`src/rtl/gpc_pkg.sv`:
```
package gpc_pkg;

   typedef enum logic {
      FORM_55 = 1'b0,
      FORM_46 = 1'b1
   } gpc_form_e;

   localparam int unsigned SUM_W   = 4;
   localparam int unsigned ROW_OPS = 5;

   function automatic int unsigned n_low(gpc_form_e f);
      return (f == FORM_55) ? 5 : 6;
   endfunction

   function automatic int unsigned n_high(gpc_form_e f);
      return (f == FORM_55) ? 5 : 4;
   endfunction

   function automatic int unsigned max_weight(gpc_form_e f);
      return n_low(f) + 2 * n_high(f);
   endfunction

endpackage

```
`src/rtl/gpc_col_count.sv`:
```
module gpc_col_count #(
   parameter int unsigned N     = 10,
   localparam int unsigned CW   = (N < 2) ? 1 : $clog2(N + 1)
) (
   input  logic [N-1:0]  bits_i,
   output logic [CW-1:0] cnt_o
);

   if (N == 0) begin : g_bad_n
      $error("gpc_col_count: N must be at least 1");
   end

   if (N == 3) begin : g_full_adder
      // Three inputs: a plain full adder, sum then carry
      assign cnt_o[0] = bits_i[0] ^ bits_i[1] ^ bits_i[2];
      assign cnt_o[1] = (bits_i[0] & bits_i[1]) |
                        (bits_i[2] & (bits_i[0] ^ bits_i[1]));
   end else if (N == 2) begin : g_half_adder
      assign cnt_o[0] = bits_i[0] ^ bits_i[1];
      assign cnt_o[1] = bits_i[0] & bits_i[1];
   end else begin : g_accum
      always_comb begin
         logic [CW-1:0] acc;
         acc = '0;
         for (int k = 0; k < int'(N); k++) begin
            acc = acc + CW'(bits_i[k]);
         end
         cnt_o = acc;
      end
   end

   // count never exceeds input count; lsb tracks parity
   always_comb begin
      p_cnt_bound_r4: assert (int'(cnt_o) <= int'(N))
         else $error("column count above N");
      p_cnt_parity_r4: assert (cnt_o[0] == ^bits_i)
         else $error("column count parity mismatch");
   end

endmodule

```
`src/rtl/gpc_two_col.sv`:
```
module gpc_two_col
   import gpc_pkg::*;
#(
   parameter gpc_form_e FORM = FORM_55,
   localparam int unsigned NL = n_low(FORM),
   localparam int unsigned NH = n_high(FORM)
) (
   input  logic [NL-1:0]    lo_i,
   input  logic [NH-1:0]    hi_i,
   output logic [SUM_W-1:0] sum_o
);

   localparam int unsigned LW   = $clog2(NL + 1);
   localparam int unsigned HW   = $clog2(NH + 1);
   localparam int unsigned MAXW = max_weight(FORM);

   // output columns must cover the largest weighted total
   if (MAXW >= (1 << SUM_W)) begin : g_bad_cover
      $error("gpc_two_col: shape total exceeds output span");
   end

   logic [LW-1:0] lo_cnt;
   logic [HW-1:0] hi_cnt;

   gpc_col_count #(.N(NL)) u_lo (.bits_i(lo_i), .cnt_o(lo_cnt));
   gpc_col_count #(.N(NH)) u_hi (.bits_i(hi_i), .cnt_o(hi_cnt));

   always_comb begin
      sum_o = SUM_W'(lo_cnt) + (SUM_W'(hi_cnt) << 1);
   end

   always_comb begin
      p_range_r3: assert (int'(sum_o) <= int'(MAXW))
         else $error("weighted sum above shape maximum");
      p_lsb_parity_r9: assert (sum_o[0] == ^lo_i)
         else $error("sum lsb differs from low-column parity");
   end

endmodule

```
`src/rtl/gpc_row.sv`:
```
module gpc_row
   import gpc_pkg::*;
#(
   parameter int unsigned WIDTH = 16,
   localparam int unsigned OW   = WIDTH + 2
) (
   input  logic [ROW_OPS-1:0][WIDTH-1:0] ops_i,
   output logic [OW-1:0]                 a_o,
   output logic [OW-1:0]                 b_o
);

   localparam int unsigned NS = WIDTH / 2;
   localparam int unsigned XW = WIDTH + 3;

   if ((WIDTH % 2) != 0 || WIDTH < 2) begin : g_bad_width
      $error("gpc_row: WIDTH must be even and at least 2");
   end

   logic [NS-1:0][SUM_W-1:0] slice_res;

   for (genvar s = 0; s < int'(NS); s++) begin : g_slice
      logic [ROW_OPS-1:0] lo_bits;
      logic [ROW_OPS-1:0] hi_bits;
      for (genvar k = 0; k < int'(ROW_OPS); k++) begin : g_tap
         assign lo_bits[k] = ops_i[k][2*s];
         assign hi_bits[k] = ops_i[k][2*s+1];
      end
      gpc_two_col #(.FORM(FORM_55)) u_cnt (
         .lo_i (lo_bits),
         .hi_i (hi_bits),
         .sum_o(slice_res[s])
      );
   end

   // Even slices tile row A, odd slices tile row B
   always_comb begin
      a_o = '0;
      b_o = '0;
      for (int s = 0; s < int'(NS); s++) begin
         if ((s % 2) == 0) a_o[2*s +: SUM_W] = slice_res[s];
         else              b_o[2*s +: SUM_W] = slice_res[s];
      end
   end

   // the two rows together carry exactly the five-operand total
   always_comb begin
      logic [XW-1:0] ref_sum;
      ref_sum = '0;
      for (int k = 0; k < int'(ROW_OPS); k++) ref_sum = ref_sum + XW'(ops_i[k]);
      p_row_total_r5: assert ((XW'(a_o) + XW'(b_o)) == ref_sum)
         else $error("row pair does not sum to operand total");
      p_row_b_low_r6: assert (b_o[1:0] == 2'b00)
         else $error("row B has bits below first odd slice");
   end

endmodule

```
`src/rtl/gpc_top.sv`:
```
module gpc_top
   import gpc_pkg::*;
#(
   parameter gpc_form_e   FORM  = FORM_55,
   parameter int unsigned WIDTH = 16,
   parameter int unsigned COL_N = 10
) (
   input  logic [n_low(FORM)-1:0]                  w1_i,
   input  logic [n_high(FORM)-1:0]                 w2_i,
   output logic [SUM_W-1:0]                        wsum_o,
   input  logic [COL_N-1:0]                        col_i,
   output logic [((COL_N < 2) ? 1 : $clog2(COL_N+1))-1:0] col_cnt_o,
   input  logic [ROW_OPS-1:0][WIDTH-1:0]           ops_i,
   output logic [WIDTH+1:0]                        row_a_o,
   output logic [WIDTH+1:0]                        row_b_o
);

   gpc_two_col #(.FORM(FORM)) u_pair (
      .lo_i (w1_i),
      .hi_i (w2_i),
      .sum_o(wsum_o)
   );

   gpc_col_count #(.N(COL_N)) u_col (
      .bits_i(col_i),
      .cnt_o (col_cnt_o)
   );

   gpc_row #(.WIDTH(WIDTH)) u_row (
      .ops_i(ops_i),
      .a_o  (row_a_o),
      .b_o  (row_b_o)
   );

   always_comb begin
      if (w1_i == '0 && w2_i == '0) begin
         p_zero_pair_r7: assert (wsum_o == '0)
            else $error("pair sum nonzero with zero inputs");
      end
      if (ops_i == '0) begin
         p_zero_row_r7: assert (row_a_o == '0 && row_b_o == '0)
            else $error("row nonzero with zero operands");
      end
      if (&w1_i && &w2_i) begin
         p_full_pair_r8: assert (int'(wsum_o) == int'(max_weight(FORM)))
            else $error("pair sum not at maximum with all ones");
      end
   end

endmodule

```
`config.mk`:
```
export PLATFORM = sky130hd
export DESIGN_NAME = gpc_top
export DESIGN_NICKNAME = d
export VERILOG_FILES = /design/src/rtl/gpc_pkg.sv /design/src/rtl/gpc_col_count.sv /design/src/rtl/gpc_two_col.sv /design/src/rtl/gpc_row.sv /design/src/rtl/gpc_top.sv
export SDC_FILE = /design/constraint.sdc
export NUM_CORES = 1
export LEC_CHECK = 0
export ABC_AREA = 1
export BUFFER_PORTS_ARGS = -buffer_cell sky130_fd_sc_hd__buf_2
export CORE_MARGIN = 2
export CORE_UTILIZATION = 41
export DETAILED_ROUTE_END_ITERATION = 7
export PLACE_DENSITY = 0.91
export SYNTH_ARGS = -nofsm -noshare
export SYNTH_HDL_FRONTEND = slang
export SYNTH_SLANG_ARGS = --single-unit
```
`constraint.sdc`:
```
create_clock -name vclk -period 3.42
set_input_delay 0.342 -clock vclk [all_inputs]
set_output_delay 0.342 -clock vclk [all_outputs]
set_load 0.01 [all_outputs]
```
# Word level (Yosys, flattened, before mapping)
# Cells that the tools add are included.
# word_totals
regBits,0
output_inout_bits,44
elab_cells,90
# op_classes
add_sub_neg,90
# op_table
cell,n
adder 3 x 1 -> 3 bit,52
adder 1 x 1 -> 2 bit,19
adder 3 x 4 -> 4 bit,9
adder 4 x 1 -> 4 bit,8
adder 2 x 1 -> 3 bit,2

# Longest topological paths before layout
# logic_depth
word_depth,9
depth_mapped,11

# Cells and area by module
# A second synthesis with hierarchy kept.
# hier_totals
hier_cells,281
hier_area_um2,2159.6
# by_module_without_submodules
mod,n_inst,cells_per_inst,area_per_inst_um2
gpc_col_count (u_pair.u_hi ...),18,8,71.3
gpc_two_col,9,11,66.3
gpc_col_count (u_col),1,33,245.2
gpc_row,1,5,33.8

# Worst setup path before layout
# Ideal clock, no wire load.
# synth_timing
path_type,input to output
startpoint,in col_i[0]
endpoint,out col_cnt_o[1] (netlist name)
t_arrival_ns,2.992
required_time_ns,3.078
path_slack_ns,0.086
path_stages,10
n_path_buf,0
cell_sequence,ha_1 -> inv_1 -> fa_1 -> fa_1 -> fa_1 -> inv_1 -> fa_1 -> inv_1 -> fa_1 -> inv_1
# synth_via
elab_chain_len,9
# synth_rtl
item,line_no,rtl
from (decl),gpc_top.sv:11,"input logic [COL_N-1:0] col_i,"
adder 1 x 1 -> 2 bit,gpc_col_count.sv:26,acc = acc + CW'(bits_i[k]);
adder 4 x 1 -> 4 bit (8 in a row),gpc_col_count.sv:26,
to (decl),gpc_top.sv:12,"output logic [((COL_N < 2) ? 1 : $clog2(COL_N+1))-1:0] col_cnt_o,"
# No other way between the ends.

# Worst setup path in the final report
# layout_timing
startpoint,in col_i[1]
endpoint,out col_cnt_o[1] (netlist name)
# Same word-level chain as after synthesis.

==> impl_metrics.yaml <==
drt:
  avgViaCountPerCell: 4.15
  detail_route.first_pass.iterations: 3
  drc: 0
  ant_nets: 0
  drt_iter0_drc: 17
  wl_per_cell_um: 10.3
  via_count: 1932
  wl_um: 4780
worst_setup_path:
  critPathKind: "primary input to primary output"
  end_kind: "primary output"
  max_stage_delay_ns: 0.53
  worstPathMaxFanout: 2
  arrival_ns: 3.28
  cp_slowest_cell: "fa_1"
  worstSetupStartpointType: "primary input"
  critPathRequiredTime_ns: 3.08
  cp_cell_sequence: "buf_6 -> ha_4 -> inv_2 -> fa_1 -> fa_1 -> fa_1 -> inv_1 -> fa_2 -> inv_2 -> fa_2 -> inv_2 -> buf_6"
pwr:
  p_clk_frac: 0
  p_sw_uw: 515
  powerDensity_nw_per_um2: 313
  ir_worst_vdd_uv: 294
  pwr-share-comb: 1.000
  p_leak_nw: 2.00
  seqPwrFrac: 0
  netSwitchingFraction: 0.533
  p_int_uw: 452
synthesis:
  yosys_warnings: 0
  seq_area_frac_synth: 0
  ys_top_cells_by_area: "fa_1 (45%), ha_1 (26%), inv_1 (22%), xnor2_1 (3.5%), buf_4 (1.3%)"
  synth_area_um2: 2260
  yosysTopAreaCellShare: 0.451
  synthCells: 253
  yosys.area.top_type: "fa_1"
  ys_types: 10
  syn_avg_cell_area_um2: 8.94
timing:
  timing.fmax_mhz: 276
  setup_slack_ns: -0.198
  maxSlewViolCount: 0
  rsz0062_at_grt: "true"
  finalHoldViolCount: 0
  layout_min_cycle_time_ns: 3.62
  whs_ns: 0.987
  min_period_over_period: 1.06
  finalSetupViolations: 3
outcome:
  status: "finished with violations"
  violations: "setup timing"
final_layout:
  antenna_cells: 0
  n_sequential_cell: 0
  nClkBuffers: 0
  stdcell_area_um2: 3090
  fin_util: 0.572
  seq_area_um2: 0
  drive_above_1_share: 0.378
  fin_nets: 594
  area_growth_pct: 36.6
  finalNonFillerCells: 466
die:
  dieHeight_um: 78.3
  core_region_area_um2: 5410
  initial_core_util: 0.419
  dieArea_um2: 6130
  rows: 27
  die_w_um: 78.3
  io_pins: 144
place:
  place_ws_ns: -0.223
  gp_congestion: 0.680
  place_area_um2: 3030
  dp_cells: 464
  port_buffers: 140
  place_hpwl_um: 4620
worst_hold_path:
  min_path_cells: 3
  whs_endpoint: "row_a_o[0]"
  holdCritPathClass: "primary input to primary output"
  holdCritStartpoint: "ops_i[48]"
global_route:
  grt.overflow.total: 0
  gr-usage-all-layers: 0.161
  grt_antenna_before_repair: 0
  grt_pass1_wl_um: 8250
  grt_max_degree: 5
  grt_pass1_vias: 2152
flow_run:
  cap_violations: 0
metal layers:
layer,up-vias,GRT usage,share of wire
met5,-,0,0
met2,88,0.363,0.58
met4,0,0.00877,0.0059
met3,4,0.0103,0.067
met1,887,0.163,0.34
li1,953,-,-
power groups by stage:
stage                     clock (mW)  combinational, mW  sequential [mW]
after global placement             0              0.889                0
after detailed placement           0              0.940                0
after global routing               0               1.10                0
after CTS                          0              0.956                0
final                              0              0.966                0
after floorplan                    0              0.614                0
worst max path at each step:
stage | startpoint | end | slack, ns | depth (start not counted)
final | col_i[1] | col_cnt_o[1] | -0.20 | 12
after floorplan | col_i[0] | col_cnt_o[1] | 0.09 | 10
after detailed placement | col_i[0] | col_cnt_o[1] | -0.22 | 12
after global placement | col_i[0] | col_cnt_o[1] | -0.13 | 12
after CTS | col_i[1] | col_cnt_o[1] | -0.17 | 12
after global routing | col_i[1] | col_cnt_o[1] | -0.26 | 12
metrics by stage:
step	setup TNS, ns	total power, mW
floorplan	0	0.614
global placement	-0.132	0.889
detailed placement	-0.317	0.940
CTS	-0.227	0.956
global route	-0.509	1.10
finish	-0.308	0.966
placed cells by master (no fill, tap or decap), drive strengths merged:
cell / synthesis / layout
inv: 130 / 130
ha: 47 / 47
buf: 4 / 142
conb: 1 / 4
xnor2: 9 / 9
a21oi: 1 / 1
fa: 51 / 51
nand2: 5 / 5
nand3: 4 / 4
xor2: 1 / 1
what timing repair did:
item | 4_1_cts | 5_1_grt
resized for setup | 7 | 3
buffers inserted | 1 | 1
endpoints found under the setup margin | 2 | 3
hold buffers | 0 | 0
pin swaps | 3 | 1
cell usage after synthesis:
cell       n
inv_1    130
fa_1      51
ha_1      47
xnor2_1    9
nand2_1    5
buf_4      4
nand3_1    4
a21oi_1    1
conb_1     1
xor2_1     1
kinds of logic after synthesis:
logic type      synth area share
buf+inv                    0.229
fa+ha+maj                  0.711
xor+xnor                  0.0387
simple gates              0.0171
compound gates           0.00221
other cells              0.00166
critical path, delay by kind of cell:
family                   cells  cell delay, ns
adder cells (fa/ha/maj)      6            2.53
buffers and inverters        6            0.40
layout make-up:
type / instances / area, µm²
fill: 472 / 2310
multi-input combinational: 122 / 1780
timing repair buffer: 142 / 734
inverter: 130 / 488
tap: 72 / 90.1
Note: power is estimated with default switching activity, not from simulation.
